--- config.mk ---
export PLATFORM = sky130hd
export DESIGN_NAME = acc_cpu
export DESIGN_NICKNAME = d
export VERILOG_FILES = /design/src/rtl/acc_cpu_pkg.sv /design/src/rtl/acc_cpu_alu.sv /design/src/rtl/acc_cpu_ctrl.sv /design/src/rtl/acc_cpu_dp.sv /design/src/rtl/acc_cpu.sv
export SDC_FILE = /design/constraint.sdc
export NUM_CORES = 1
export LEC_CHECK = 0
export ABC_AREA = 1
export BUFFER_PORTS_ARGS = -buffer_cell sky130_fd_sc_hd__buf_4
export CAP_MARGIN = 20
export CELL_PAD_IN_SITES_DETAIL_PLACEMENT = 1
export CELL_PAD_IN_SITES_GLOBAL_PLACEMENT = 2
export CORE_ASPECT_RATIO = 0.9
export CORE_UTILIZATION = 31
export DETAILED_ROUTE_END_ITERATION = 7
export PLACE_DENSITY_LB_ADDON = 0.1
export SYNTH_ARGS = -nofsm -noshare
export SYNTH_HDL_FRONTEND = slang
export SYNTH_SLANG_ARGS = --single-unit
--- constraint.sdc ---
create_clock -name clk_i -period 3 [get_ports clk_i]
set_input_delay 0.6 -clock clk_i [delete_from_list [all_inputs] [get_ports clk_i]]
set_output_delay 0.6 -clock clk_i [all_outputs]
set_load 0.01 [all_outputs]
--- src/rtl/acc_cpu_pkg.sv ---
package acc_cpu_pkg;

  typedef enum logic [2:0] {
    ST_FETCH,
    ST_DECODE,
    ST_READ,
    ST_WB,
    ST_HALT
  } state_e;

  localparam logic [3:0] OP_HALT = 4'd0;
  localparam logic [3:0] OP_LDI  = 4'd1;
  localparam logic [3:0] OP_LDA  = 4'd2;
  localparam logic [3:0] OP_STA  = 4'd3;
  localparam logic [3:0] OP_ADDI = 4'd4;
  localparam logic [3:0] OP_ADD  = 4'd5;
  localparam logic [3:0] OP_ISZ  = 4'd6;
  localparam logic [3:0] OP_BZ   = 4'd7;
  localparam logic [3:0] OP_JMP  = 4'd8;

  typedef struct packed {
    logic pc_inc;
    logic pc_load;
    logic acc_ld;
    logic acc_add;
    logic opnd_mem;
    logic tmp_ld;
    logic addr_field;
    logic we;
    logic wdata_tmp;
  } ctrl_t;

endpackage

--- src/rtl/acc_cpu_alu.sv ---
module acc_cpu_alu #(
  parameter int unsigned WORD_W = 10
) (
  input  logic [WORD_W-1:0] acc_i,
  input  logic [WORD_W-1:0] opnd_i,
  input  logic              add_i,
  input  logic [WORD_W-1:0] inc_src_i,
  output logic [WORD_W-1:0] res_o,
  output logic [WORD_W-1:0] inc_o
);

  // sums wrap at 2^WORD_W by truncation
  always_comb begin
    res_o = add_i ? (acc_i + opnd_i) : opnd_i;
    inc_o = inc_src_i + WORD_W'(1);
  end

endmodule

--- src/rtl/acc_cpu_ctrl.sv ---
module acc_cpu_ctrl
  import acc_cpu_pkg::*;
#(
  parameter int unsigned OPC_W = 4
) (
  input  logic             clk_i,
  input  logic             rst_ni,
  input  logic [OPC_W-1:0] opcode_i,
  input  logic             zero_i,
  input  logic             tmp_zero_i,
  output logic             decode_o,
  output ctrl_t            ctrl_o,
  output logic             halt_o
);

  state_e state_q, state_d;
  ctrl_t  c;

  always_comb begin
    c       = '0;
    state_d = state_q;
    case (state_q)
      ST_FETCH: state_d = ST_DECODE;
      ST_DECODE: begin
        state_d = ST_FETCH;
        case (opcode_i)
          OP_LDI:  begin c.acc_ld = 1'b1; c.pc_inc = 1'b1; end
          OP_ADDI: begin c.acc_ld = 1'b1; c.acc_add = 1'b1; c.pc_inc = 1'b1; end
          OP_STA:  begin c.addr_field = 1'b1; c.we = 1'b1; c.pc_inc = 1'b1; end
          OP_LDA, OP_ADD, OP_ISZ: begin
            c.addr_field = 1'b1;
            c.pc_inc     = 1'b1;
            state_d      = ST_READ;
          end
          OP_BZ: begin
            c.pc_load = zero_i;
            c.pc_inc  = !zero_i;
          end
          OP_JMP:  c.pc_load = 1'b1;
          default: state_d = ST_HALT;  // halt and undefined codes
        endcase
      end
      ST_READ: begin
        state_d = ST_FETCH;
        case (opcode_i)
          OP_LDA: begin c.acc_ld = 1'b1; c.opnd_mem = 1'b1; end
          OP_ADD: begin c.acc_ld = 1'b1; c.acc_add = 1'b1; c.opnd_mem = 1'b1; end
          OP_ISZ: begin c.tmp_ld = 1'b1; state_d = ST_WB; end
          default: ;
        endcase
      end
      ST_WB: begin
        c.addr_field = 1'b1;
        c.we         = 1'b1;
        c.wdata_tmp  = 1'b1;
        c.pc_inc     = tmp_zero_i;  // skip the next instruction
        state_d      = ST_FETCH;
      end
      default: state_d = ST_HALT;
    endcase
  end

  always_ff @(posedge clk_i or negedge rst_ni) begin
    if (!rst_ni) state_q <= ST_FETCH;
    else         state_q <= state_d;
  end

  assign decode_o = (state_q == ST_DECODE);
  assign ctrl_o   = c;
  assign halt_o   = (state_q == ST_HALT);


  halt_sticky_chk: assert property (@(posedge clk_i) disable iff (!rst_ni)
    halt_o |=> halt_o);


  halt_no_write_chk: assert property (@(posedge clk_i) disable iff (!rst_ni)
    halt_o |-> !ctrl_o.we);


  write_phase_chk: assert property (@(posedge clk_i) disable iff (!rst_ni)
    ctrl_o.we |-> (state_q == ST_DECODE || state_q == ST_WB));


  read_after_decode_chk: assert property (@(posedge clk_i) disable iff (!rst_ni)
    (state_q == ST_READ) |-> ($past(state_q) == ST_DECODE));


  wb_after_read_chk: assert property (@(posedge clk_i) disable iff (!rst_ni)
    (state_q == ST_WB) |-> ($past(state_q) == ST_READ));

endmodule

--- src/rtl/acc_cpu_dp.sv ---
module acc_cpu_dp
  import acc_cpu_pkg::*;
#(
  parameter int unsigned OPC_W  = 4,
  parameter int unsigned ADDR_W = 6,
  localparam int unsigned WORD_W = OPC_W + ADDR_W
) (
  input  logic              clk_i,
  input  logic              rst_ni,
  input  logic              decode_i,
  input  ctrl_t             ctrl_i,
  input  logic [WORD_W-1:0] mem_rdata_i,
  output logic [OPC_W-1:0]  opcode_o,
  output logic              zero_o,
  output logic              tmp_zero_o,
  output logic [ADDR_W-1:0] mem_addr_o,
  output logic [WORD_W-1:0] mem_wdata_o,
  output logic              mem_we_o
);

  logic [ADDR_W-1:0] pc_q;
  logic [WORD_W-1:0] ir_q, acc_q, tmp_q;
  logic              zero_q;
  logic [WORD_W-1:0] instr, opnd, res, inc;
  logic [ADDR_W-1:0] field;

  // decode straight off the read data, later cycles use the latched word
  assign instr    = decode_i ? mem_rdata_i : ir_q;
  assign field    = instr[ADDR_W-1:0];
  assign opcode_o = instr[WORD_W-1 -: OPC_W];
  assign opnd     = ctrl_i.opnd_mem ? mem_rdata_i : WORD_W'(field);

  acc_cpu_alu #(.WORD_W(WORD_W)) u_alu (
    .acc_i    (acc_q),
    .opnd_i   (opnd),
    .add_i    (ctrl_i.acc_add),
    .inc_src_i(mem_rdata_i),
    .res_o    (res),
    .inc_o    (inc)
  );

  always_ff @(posedge clk_i or negedge rst_ni) begin
    if (!rst_ni) begin
      pc_q   <= '0;
      ir_q   <= '0;
      acc_q  <= '0;
      tmp_q  <= '0;
      zero_q <= 1'b1;
    end else begin
      if (decode_i) ir_q <= mem_rdata_i;
      if (ctrl_i.pc_load)     pc_q <= field;
      else if (ctrl_i.pc_inc) pc_q <= pc_q + ADDR_W'(1);
      if (ctrl_i.acc_ld) begin
        acc_q  <= res;
        zero_q <= (res == '0);
      end
      if (ctrl_i.tmp_ld) tmp_q <= inc;
    end
  end

  assign zero_o      = zero_q;
  assign tmp_zero_o  = (tmp_q == '0);
  assign mem_addr_o  = ctrl_i.addr_field ? field : pc_q;
  assign mem_wdata_o = ctrl_i.wdata_tmp ? tmp_q : acc_q;
  assign mem_we_o    = ctrl_i.we;


  zero_tracks_acc_chk: assert property (@(posedge clk_i) disable iff (!rst_ni)
    zero_q == (acc_q == '0));

endmodule

--- src/rtl/acc_cpu.sv ---
module acc_cpu
  import acc_cpu_pkg::*;
#(
  parameter int unsigned OPC_W  = 4,
  parameter int unsigned ADDR_W = 6,
  localparam int unsigned WORD_W = OPC_W + ADDR_W
) (
  input  logic              clk_i,
  input  logic              rst_ni,
  output logic [ADDR_W-1:0] mem_addr_o,
  output logic [WORD_W-1:0] mem_wdata_o,
  output logic              mem_we_o,
  input  logic [WORD_W-1:0] mem_rdata_i,
  output logic              halt_o
);

  ctrl_t            ctrl;
  logic             decode, zero, tmp_zero;
  logic [OPC_W-1:0] opcode;

  acc_cpu_ctrl #(.OPC_W(OPC_W)) u_ctrl (
    .clk_i     (clk_i),
    .rst_ni    (rst_ni),
    .opcode_i  (opcode),
    .zero_i    (zero),
    .tmp_zero_i(tmp_zero),
    .decode_o  (decode),
    .ctrl_o    (ctrl),
    .halt_o    (halt_o)
  );

  acc_cpu_dp #(.OPC_W(OPC_W), .ADDR_W(ADDR_W)) u_dp (
    .clk_i      (clk_i),
    .rst_ni     (rst_ni),
    .decode_i   (decode),
    .ctrl_i     (ctrl),
    .mem_rdata_i(mem_rdata_i),
    .opcode_o   (opcode),
    .zero_o     (zero),
    .tmp_zero_o (tmp_zero),
    .mem_addr_o (mem_addr_o),
    .mem_wdata_o(mem_wdata_o),
    .mem_we_o   (mem_we_o)
  );

endmodule

==> flow_summary.yaml, run 1 <==
status:
  run_status: "finished with violations"
  failing_checks: "negative setup slack"
logic_synthesis:
  synth.top_cell.area_share: 0.323
  synth_flop_cell: "sky130_fd_sc_hd__dfrtp_1"
  synthArstFlopShare: 1.00
  synth_most_common_cell: "sky130_fd_sc_hd__nand2_1"
  seq_area_frac_synth: 0.332
  yosysWarningCount: 0
  ys_types: 40
  avgSynthCellArea_sq_um: 7.11
  synthCells: 425
  synthTopCellsByArea: "sky130_fd_sc_hd__dfrtp_1 32%, sky130_fd_sc_hd__nand2_1 17%, sky130_fd_sc_hd__nand3_1 6.5%"
  library_cell_with_the_largest_summed_area_after_synthesis: "sky130_fd_sc_hd__dfrtp_1"
  syn_nets: 449
  netlist_area_sq_mm: 0.00302
  synth_seq_cells: 40
  synth_edf_count: 0
  synthTopCellsByCount: "134 x sky130_fd_sc_hd__nand2_1, 39 x sky130_fd_sc_hd__dfrtp_1, 39 x sky130_fd_sc_hd__nand3_1, 36 x sky130_fd_sc_hd__inv_1, 33 x sky130_fd_sc_hd__o21ai_0"
worst_setup_path:
  timing.critical_path.slowest_stage_cell: "sky130_fd_sc_hd__dfrtp_2"
  critPathLaunchType: "flip-flop"
  path_common_cell: "sky130_fd_sc_hd__nand2_1"
  end_kind: "output pin"
  critical_path_required_ns: 2.40
  critical_path.cell_chain: "inv_2 > nor2_8 > nand3_1 > nand2_2 > buf_4 > nand2_1 > inv_1 > nand2_1 > nand2_1 > inv_2 > o21ai_4 > buf_6 > nor2_1 > a31oi_1 > buf_4"
  worstPathMaxFanout: 5
  critical_path_class: "flip-flop to output pin"
  critPathMaxStageDelay_ns: 0.47
  timing.critical_path.arrival_ns: 2.44
detailed_routing:
  dr_total_vias: 3068
  per_cell_via_count_in_the_routed_design: 4.78
  drc_errors: 0
  drt_wl_total_um: 10400
  route.detailed.wl_per_inst_um: 16.2
  drtIter0Drc: 68
  route.antenna.remaining_nets: 0
  detail_route.first_pass.iterations: 4
cts:
  insertion_delay_ns: 0.31
  cts_tree: "yes"
  clockBufferDepth: 2
  tritoncts.num_buffers: 5
  clock-root-buffer: "sky130_fd_sc_hd__clkbuf_8"
  cts.sink_count: 40
  deepest_level_of_the_cts_h_tree: 2
  cts.reportedPaths.clkPinSlew_ns: 0.09
sta:
  final-setup-viol-count: 3
  post-route-min-period_ns: 3.04
  hold_viol_final: 0
  final-max-slew-violation-count: 0
  grt_setup_unrepaired: "true"
  timing.final.crit_share: 1.01
  timing.max_slew.rel_slack: 0.562
  worst_slew_pin_slew_ns: 0.655
  fmaxAchievable_mhz: 329
  skew_ns: 0.00526
  finalWorstSetupSlack_ns: -0.0430
floorplan:
  standard_cell_row_count: 33
  core_sq_mm: 0.00929
  initial_utilization: 0.325
  die_area_sq_mm: 0.0101
  vert_die_dim_um: 95.7
  io_pins: 30
  die_x_um: 106
run:
  max_cap_viol_count: 0
cells_and_area:
  syn_to_final_growth_pct: 44.5
  num-nets-final: 543
  diodes: 0
  multi_input_area_sq_mm: 0.00212
  drive_gt1_frac: 0.404
  layout.filler_cells: 1178
  final_cell_count_no_fill: 642
  register_area_sq_mm: 0.00101
placed_design:
  buffer_ports.inserted: 29
  place_worst_setup_slack_ns: -0.324
  post-dp-hpwl_um: 8040
  place.detailed.instances: 621
  globalplace.congestion: 0.818
global_route:
  antenna_found_initial: 0
  groute.layer.met1.usage: 0.286
  use_met3: 0.0342
  grtUsageMet2: 0.379
  grt_max_degree: 41
  globalRouteTotalUtil: 0.216
  wire_length_of_the_first_global_routing_pass_um: 16600
  grt.busiest_layer: "met2"
  vias_in_the_first_global_route: 3232
  gr-total-overflow: 0
pwr:
  power.static_leakage_nw: 2.19
  power-per-cell-area_mw_per_mm2: 262
  peakVddDrop_uv: 222
worst_hold_path:
  min-delay-path-class: "primary input to async pin"
==> layer usage <==
metal  up-vias  wire [um]  part of all wire
met3         9        254             0.024
met1      1465       5170              0.50
met4         0        104             0.010
met2        41       4860              0.47
li1       1553          -                 -
met5         -          0                 0
==> final timing paths <==
check                                  startpoint                 to  slack (ns)  cells past startpoint
worst max register to register  u_ctrl.state_q[1]        u_dp.zero_o       -0.04                     21
worst min register to register        u_dp.zero_o        u_dp.zero_o        0.47                      2
max in group asynchronous                  rst_ni  u_ctrl.state_q[1]        2.29                      1
worst min-delay path                       rst_ni       u_dp.ir_q[9]        0.29                      1
worst max-delay path            u_ctrl.state_q[0]      mem_addr_o[0]       -0.04                     15
min in group clk_i                    u_dp.zero_o        u_dp.zero_o        0.47                      2
==> power by group <==
part / internal [mW] / switching, mW / total [mW]
combinational: 0.0203 / 0.0326 / 0.0529
sequential: 0.539 / 0 / 0.539
clock: 0.333 / 0.218 / 0.551
total: 0.892 / 0.251 / 1.14
==> layout by cell type, fill, tap and decap left out, types with 3 or more instances in the layout <==
cell / n
sky130_fd_sc_hd__buf_6: 8
sky130_fd_sc_hd__and2_4: 4
sky130_fd_sc_hd__inv_2: 8
sky130_fd_sc_hd__o21ai_0: 28
sky130_fd_sc_hd__nor2_2: 10
sky130_fd_sc_hd__ha_4: 6
sky130_fd_sc_hd__inv_1: 33
sky130_fd_sc_hd__nor3_1: 5
sky130_fd_sc_hd__nand3_4: 3
sky130_fd_sc_hd__dfrtp_1: 36
sky130_fd_sc_hd__nor2_4: 6
sky130_fd_sc_hd__buf_4: 90
sky130_fd_sc_hd__a21oi_1: 7
sky130_fd_sc_hd__dfrtp_2: 3
sky130_fd_sc_hd__nand2_4: 9
sky130_fd_sc_hd__nand2_2: 22
sky130_fd_sc_hd__o21ai_1: 10
sky130_fd_sc_hd__nor2_1: 14
sky130_fd_sc_hd__o21ai_2: 6
sky130_fd_sc_hd__nand2_1: 111
sky130_fd_sc_hd__xnor2_1: 3
sky130_fd_sc_hd__ha_1: 5
sky130_fd_sc_hd__nand3_1: 31
sky130_fd_sc_hd__xor2_1: 13
sky130_fd_sc_hd__nand3_2: 7
sky130_fd_sc_hd__clkbuf_8: 5
sky130_fd_sc_hd__nand4_1: 4
==> kinds of logic after synthesis <==
kind of cell               share of synthesized area
buffers and inverters                         0.0865
muxes                                        0.00745
DFF                                            0.332
AOI/OAI and AO/OA                              0.108
xor gates and xnor gates                      0.0522
adders and majority gates                     0.0522
and+or+nand+nor                                0.361
==> registers in the layout (all words and copies together), names as in the netlist <==
| name | flops |
|---|---|
| u_ctrl.state_q | 3 |
| u_dp.pc_q | 6 |
| u_dp.tmp_q | 10 |
| u_dp.ir_q | 10 |
| u_dp.acc_q | 10 |
| u_dp.zero_o | 1 |
==> what timing repair did <==
action                                  in CTS  in global routing
cloned                                       0                  0
gates resized for setup                     59                 40
pin swaps                                   24                 26
endpoints found under the setup margin      13                 14
hold buffers                                 0                  0
buffers inserted                            11                  2
==> metrics by stage <==
stage	hold WS (ns)	TNS (ns)	util	total power, mW	cell area, sq um
floorplan	0.304	0	-	0.560	3030
global placement	0.467	-0.824	0.402	0.601	3740
detailed placement	0.470	-1.22	0.402	0.602	3740
CTS	0.295	-0.216	0.452	1.16	4200
global route	0.320	-2.06	0.470	1.18	4370
finish	0.285	-0.110	0.470	1.14	4370
==> cell type report <==
class / instances / area share
inverters: 46 / 0.0430
flip-flops and latches: 40 / 0.230
well taps: 122 / 0.0350
repair buffers: 98 / 0.175
multi-input cells: 328 / 0.486
clock inverters: 2 / 0.0138
clock buffers: 6 / 0.0166
==> worst max-delay path: cells and delay by family, from the launching register on <==
| family | cells | cell delay [ns] |
|---|---|---|
| buffers and inverters | 6 | 0.64 |
| and+or+nand+nor | 7 | 0.64 |
| AOI/OAI and AO/OA | 2 | 0.39 |
| DFF | 1 | 0.47 |
Power figures use the tool's default switching activity.
==> inputs of run 2 (changes only) <==
RECOVER_POWER = 25   (was unset)
SKIP_LAST_GASP = 1   (was unset)
==> flow_summary.yaml, run 2 (synthesis gave the netlist of run 1 again) <==
detailed_routing:
  drc_errors: 0
  met3RoutedLength_um: 252
  dr_wl_met2_um: 4690
  met1Wirelength_um: 5150
  drt_wl_total_um: 10200
  route.antenna.remaining_nets: 0
  dr_total_vias: 3058
  routed.top_layer: "met4"
  route.detailed.wl_per_inst_um: 15.9
  drtIter0Drc: 87
  per_cell_via_count_in_the_routed_design: 4.76
  detail_route.first_pass.iterations: 4
floorplan:
  die_x_um: 106
  die_area_sq_mm: 0.0101
  io_pins: 30
  vert_die_dim_um: 95.7
  standard_cell_row_count: 33
  core_sq_mm: 0.00929
  initial_utilization: 0.325
cells_and_area:
  drive_gt1_frac: 0.388
  diodes: 0
  layout.filler_cells: 1179
  most_common_cell_after_layout_fill_and_taps_aside: "sky130_fd_sc_hd__nand2_1"
  register_area_sq_mm: 0.00101
  multi_input_area_sq_mm: 0.00209
  biggestRegsByFlops: "u_dp.acc_q (10), u_dp.ir_q (10), u_dp.tmp_q (10)"
  layout.cells.most_common_list: "113 x sky130_fd_sc_hd__nand2_1, 91 x sky130_fd_sc_hd__buf_4, 36 x sky130_fd_sc_hd__dfrtp_1"
  num-nets-final: 543
  final_cell_count_no_fill: 642
  syn_to_final_growth_pct: 43.0
cts:
  deepest_level_of_the_cts_h_tree: 2
  tritoncts.num_buffers: 5
  insertion_delay_ns: 0.30
  cts.reportedPaths.clkPinSlew_ns: 0.08
  clock-root-buffer: "sky130_fd_sc_hd__clkbuf_8"
  cts.sink_count: 40
  cts_tree: "yes"
  cts_hold_buf: 0
  clockBufferDepth: 2
worst_setup_path:
  worstPathMaxFanout: 5
  critical_path_required_ns: 2.40
  critical_path.cell_chain: "inv_2 > nor2_8 > nand3_1 > nand2_2 > buf_4 > nand2_1 > inv_1 > nand2_1 > nand2_1 > inv_2 > o21ai_4 > buf_6 > nor2_1 > a31oi_1 > buf_4"
  worstSetupStartpoint: "u_ctrl.state_q[0]"
  critPathMaxStageDelay_ns: 0.47
  reg_to_reg_slack_setup_ns: -0.03
  timing.critical_path.arrival_ns: 2.44
  path_common_cell: "sky130_fd_sc_hd__nand2_1"
  critical_path_class: "flip-flop to output pin"
  regToRegStartpoint: "u_ctrl.state_q[1]"
  timing.critical_path.slowest_stage_cell: "sky130_fd_sc_hd__dfrtp_2"
  critPathLaunchType: "flip-flop"
  end_kind: "output pin"
worst_hold_path:
  min-delay-start: "u_dp.zero_o"
  min-delay-path-class: "flip-flop to flip-flop"
placed_design:
  globalplace.congestion: 0.818
  post-dp-hpwl_um: 8040
  buffer_ports.inserted: 29
  place.detailed.instances: 621
pwr:
  power.static_leakage_nw: 2.19
  power-per-cell-area_mw_per_mm2: 264
  peakVddDrop_uv: 222
sta:
  fmaxAchievable_mhz: 329
  hold_viol_final: 0
  worst_slew_pin_slew_ns: 2.42
  grt_setup_unrepaired: "true"
  post-route-min-period_ns: 3.04
  finalWorstSetupSlack_ns: -0.0433
  final-max-slew-violation-count: 41
  timing.final.crit_share: 1.01
  hold-worst-slack_ns: 0.474
  timing.max_slew.rel_slack: -0.615
  skew_ns: 0.00647
  final-setup-viol-count: 3
global_route:
  grt_max_degree: 41
  globalRouteTotalUtil: 0.216
  gr-total-overflow: 0
  wire_length_of_the_first_global_routing_pass_um: 16600
  antenna_found_initial: 0
  vias_in_the_first_global_route: 3232
status:
  failing_checks: "max-capacitance violations, max-slew violations, negative setup slack"
  run_status: "finished with violations"
run:
  max_cap_viol_count: 1
==> run 2: cell types whose count changed in the layout (fill, tap and decap cells not counted) <==
| cell | change |
|---|---|
| sky130_fd_sc_hd__buf_4 | +1 |
| sky130_fd_sc_hd__buf_6 | -2 |
| sky130_fd_sc_hd__clkbuf_1 | +1 |
| sky130_fd_sc_hd__ha_1 | +1 |
| sky130_fd_sc_hd__ha_4 | -1 |
| sky130_fd_sc_hd__nand2_1 | +2 |
| sky130_fd_sc_hd__nand2_2 | -2 |
| sky130_fd_sc_hd__nand3_1 | +2 |
| sky130_fd_sc_hd__nand3_2 | -2 |
| sky130_fd_sc_hd__nor2_1 | +2 |
| sky130_fd_sc_hd__nor2_2 | -2 |
==> run 2: area by class of cell <==
class,instances,share of cell area
Clock inverter,2,0.0139
Multi-Input combinational cell,328,0.483
Inverter,46,0.0434
Timing Repair Buffer,98,0.175
Sequential cell,40,0.233
Clock buffer,6,0.0168
Tap cell,122,0.0353
==> run 2: power breakdown <==
part           internal [mW]  switching (mW)  leakage, nW
Sequential             0.539               0        0.494
Clock                  0.333           0.218       0.0654
Combinational         0.0197          0.0322         1.63
Total                  0.891           0.250         2.19
==> run 2: per-layer routing <==
layer	vias to the layer above	global-route usage
met1	1462	0.286
met2	35	0.379
met3	7	0.0342
met5	-	0
li1	1554	-
met4	0	0.0359
==> run 2: path summary, 6_finish.rpt <==
| check | endpoint | depth (start not counted) |
|---|---|---|
| setup / recovery | mem_addr_o[0] | 15 |
| hold / removal | u_dp.zero_o | 2 |
| setup reg to reg | u_dp.zero_o | 21 |
| hold reg to reg | u_dp.zero_o | 2 |
| max in group asynchronous | u_ctrl.state_q[1] | 1 |
| min in group asynchronous | u_dp.ir_q[7] | 1 |
==> run 2: timing repair <==
action,CTS,global route
pin swaps,24,26
resized for setup,59,31
buffers inserted,11,2
setup endpoints to repair,13,14
==> run 2: worst max-delay path: cells and delay by family (launching register included) <==
kind	cells	cell delay [ns]
buffers and inverters	6	0.64
AND/OR/NAND/NOR	7	0.64
flip-flops	1	0.47
AO/OA/AOI/OAI	2	0.39
==> run 2: metrics by stage <==
stage | power (mW) | worst slack (ns) | TNS, ns | instance area [sq um] | util
floorplan | 0.560 | 0.0000833 | 0 | 3030 | -
global placement | 0.601 | -0.284 | -0.824 | 3740 | 0.402
detailed placement | 0.602 | -0.324 | -1.22 | 3740 | 0.402
CTS | 1.16 | -0.0522 | -0.216 | 4200 | 0.452
global route | 1.18 | -0.241 | -2.22 | 4320 | 0.465
finish | 1.14 | -0.0433 | -0.102 | 4320 | 0.465
==> inputs of run 3 (changes only) <==
CORE_UTILIZATION = 32   (was 31)
CTS_BUF_LIST = sky130_fd_sc_hd__clkbuf_2 sky130_fd_sc_hd__clkbuf_4 sky130_fd_sc_hd__clkbuf_8   (was unset)
==> flow_summary.yaml, run 3 (synthesis gave the netlist of run 1 again) <==
cts:
  clockBufferDepth: 2
  deepest_level_of_the_cts_h_tree: 2
  cts_tree: "yes"
  tritoncts.num_buffers: 5
  insertion_delay_ns: 0.31
  clock-root-buffer: "sky130_fd_sc_hd__clkbuf_8"
  cts.sink_count: 40
  cts.reportedPaths.clkPinSlew_ns: 0.09
worst_setup_path:
  critical_path_required_ns: 2.40
  critical_path_class: "flip-flop to output pin"
  end_kind: "output pin"
  timing.critical_path.arrival_ns: 2.44
  regToRegStartpoint: "u_ctrl.state_q[1]"
  worstSetupStartpoint: "u_ctrl.state_q[2]"
  worstPathMaxFanout: 7
  critPathLaunchType: "flip-flop"
detailed_routing:
  drt_wl_total_um: 10400
  route.detailed.wl_per_inst_um: 16.3
  dr_total_vias: 3119
  route.antenna.remaining_nets: 0
  detail_route.first_pass.iterations: 4
  per_cell_via_count_in_the_routed_design: 4.89
  drc_errors: 0
  drtIter0Drc: 109
cells_and_area:
  most_common_cell_after_layout_fill_and_taps_aside: "sky130_fd_sc_hd__nand2_1"
  finish.utilization: 0.492
  num-nets-final: 539
  syn_to_final_growth_pct: 48.5
  diodes: 0
  biggestRegsByFlops: "u_dp.acc_q (10), u_dp.ir_q (10), u_dp.tmp_q (10)"
  final_area_sq_mm: 0.00449
  layout.cells.most_common_list: "100 x sky130_fd_sc_hd__nand2_1, 83 x sky130_fd_sc_hd__buf_4, 38 x sky130_fd_sc_hd__dfrtp_1"
  drive_gt1_frac: 0.434
pwr:
  peakVddDrop_uv: 150
  power.static_leakage_nw: 2.21
  finalPower_mw: 1.06
  power-per-cell-area_mw_per_mm2: 236
sta:
  worst_slew_pin_slew_ns: 2.34
  timing.final.crit_share: 1.01
  final-max-slew-violation-count: 41
  timing.max_slew.rel_slack: -0.559
  finalWorstSetupSlack_ns: -0.0420
  fmaxAchievable_mhz: 329
  post-route-min-period_ns: 3.04
  final-setup-viol-count: 4
  hold_viol_final: 0
  grt_setup_unrepaired: "true"
  skew_ns: 0.0131
placed_design:
  placed_cell_area_sq_mm: 0.00371
  post-dp-hpwl_um: 7660
  place_worst_setup_slack_ns: -0.267
  buffer_ports.inserted: 29
  globalplace.congestion: 0.814
global_route:
  antenna_found_initial: 0
  globalRouteTotalUtil: 0.212
  grt_max_degree: 41
  gr-total-overflow: 0
  vias_in_the_first_global_route: 3188
  wire_length_of_the_first_global_routing_pass_um: 16200
floorplan:
  core_sq_mm: 0.00913
  io_pins: 30
  standard_cell_row_count: 33
  vert_die_dim_um: 94.2
  die_x_um: 104
  die_area_sq_mm: 0.00984
  initial_utilization: 0.331
run:
  max_cap_viol_count: 1
worst_hold_path:
  min-delay-start: "u_dp.zero_o"
  min-delay-path-class: "flip-flop to flip-flop"
status:
  failing_checks: "max-capacitance violations, max-slew violations, negative setup slack"
  run_status: "finished with violations"
run 3: cell count changes in the layout (fill, tap and decap cells not counted), sizes merged:
cell	delta
clkinvlp	+1
clkbuf	-1
bufinv	-1
buf	-4
clkinv	+1
run 3: worst max-delay path, stage by stage (launching register included):
cell and delay, ns:
sky130_fd_sc_hd__dfrtp_1 0.42, sky130_fd_sc_hd__buf_4 0.17, sky130_fd_sc_hd__nor2_8 0.13, sky130_fd_sc_hd__nand3_2 0.09, sky130_fd_sc_hd__nand2_2 0.12, sky130_fd_sc_hd__nor2_4 0.05, sky130_fd_sc_hd__nand2_2 0.08, sky130_fd_sc_hd__nand2_4 0.11
sky130_fd_sc_hd__buf_6 0.17, sky130_fd_sc_hd__o21ai_4 0.17, sky130_fd_sc_hd__o21ai_4 0.12, sky130_fd_sc_hd__buf_6 0.14, sky130_fd_sc_hd__a31oi_2 0.21, sky130_fd_sc_hd__buf_4 0.15
run 3: per-layer routing:
metal | share of wire | track usage
met1 | 0.48 | 0.295
met2 | 0.49 | 0.355
met3 | 0.028 | 0.0243
met4 | 0.0087 | 0.0369
met5 | 0 | 0
run 3: repair_timing:
action | CTS | global route
endpoints found under the setup margin | 13 | 14
setup buffers | 6 | 8
gates cloned | 0 | 0
endpoints found under the hold margin | 0 | 0
resized for setup | 30 | 105
hold buffers | 0 | 0
pin swaps | 11 | 53
run 3: final timing paths:
kind	slack, ns	endpoint	cells after the start
min	0.47	u_dp.zero_o	2
max reg2reg	-0.04	u_dp.zero_o	22
min reg2reg	0.47	u_dp.zero_o	2
max	-0.04	mem_addr_o[0]	13
max in group asynchronous	0.52	u_ctrl.state_q[0]	1
min in group asynchronous	0.99	u_ctrl.state_q[2]	1
run 3: report_power, final:
part	internal [mW]	switching (mW)	leakage, nW
Clock	0.247	0.223	0.0541
Combinational	0.0189	0.0319	1.66
Sequential	0.539	0	0.496
run 3: through the flow:
step                      std cells  TNS (ns)  hold slack, ns
after global placement          616    -0.491           0.461
final                           638   -0.0917           0.475
after detailed placement        616    -0.853           0.469
after floorplan                 425         0           0.304
after global routing            638     -1.46           0.502
after CTS                       630  -0.00161           0.304
run 3: cell type report:
| type | instances | area (sq um) |
|---|---|---|
| clock buffers | 5 | 68.8 |
| clock inverters | 3 | 42.5 |
| fillers | 1099 | 4640 |
| inverters | 46 | 188 |
| multi-input cells | 328 | 2280 |
| flip-flops and latches | 40 | 1000 |
| well taps | 122 | 153 |
| repair buffers | 94 | 757 |
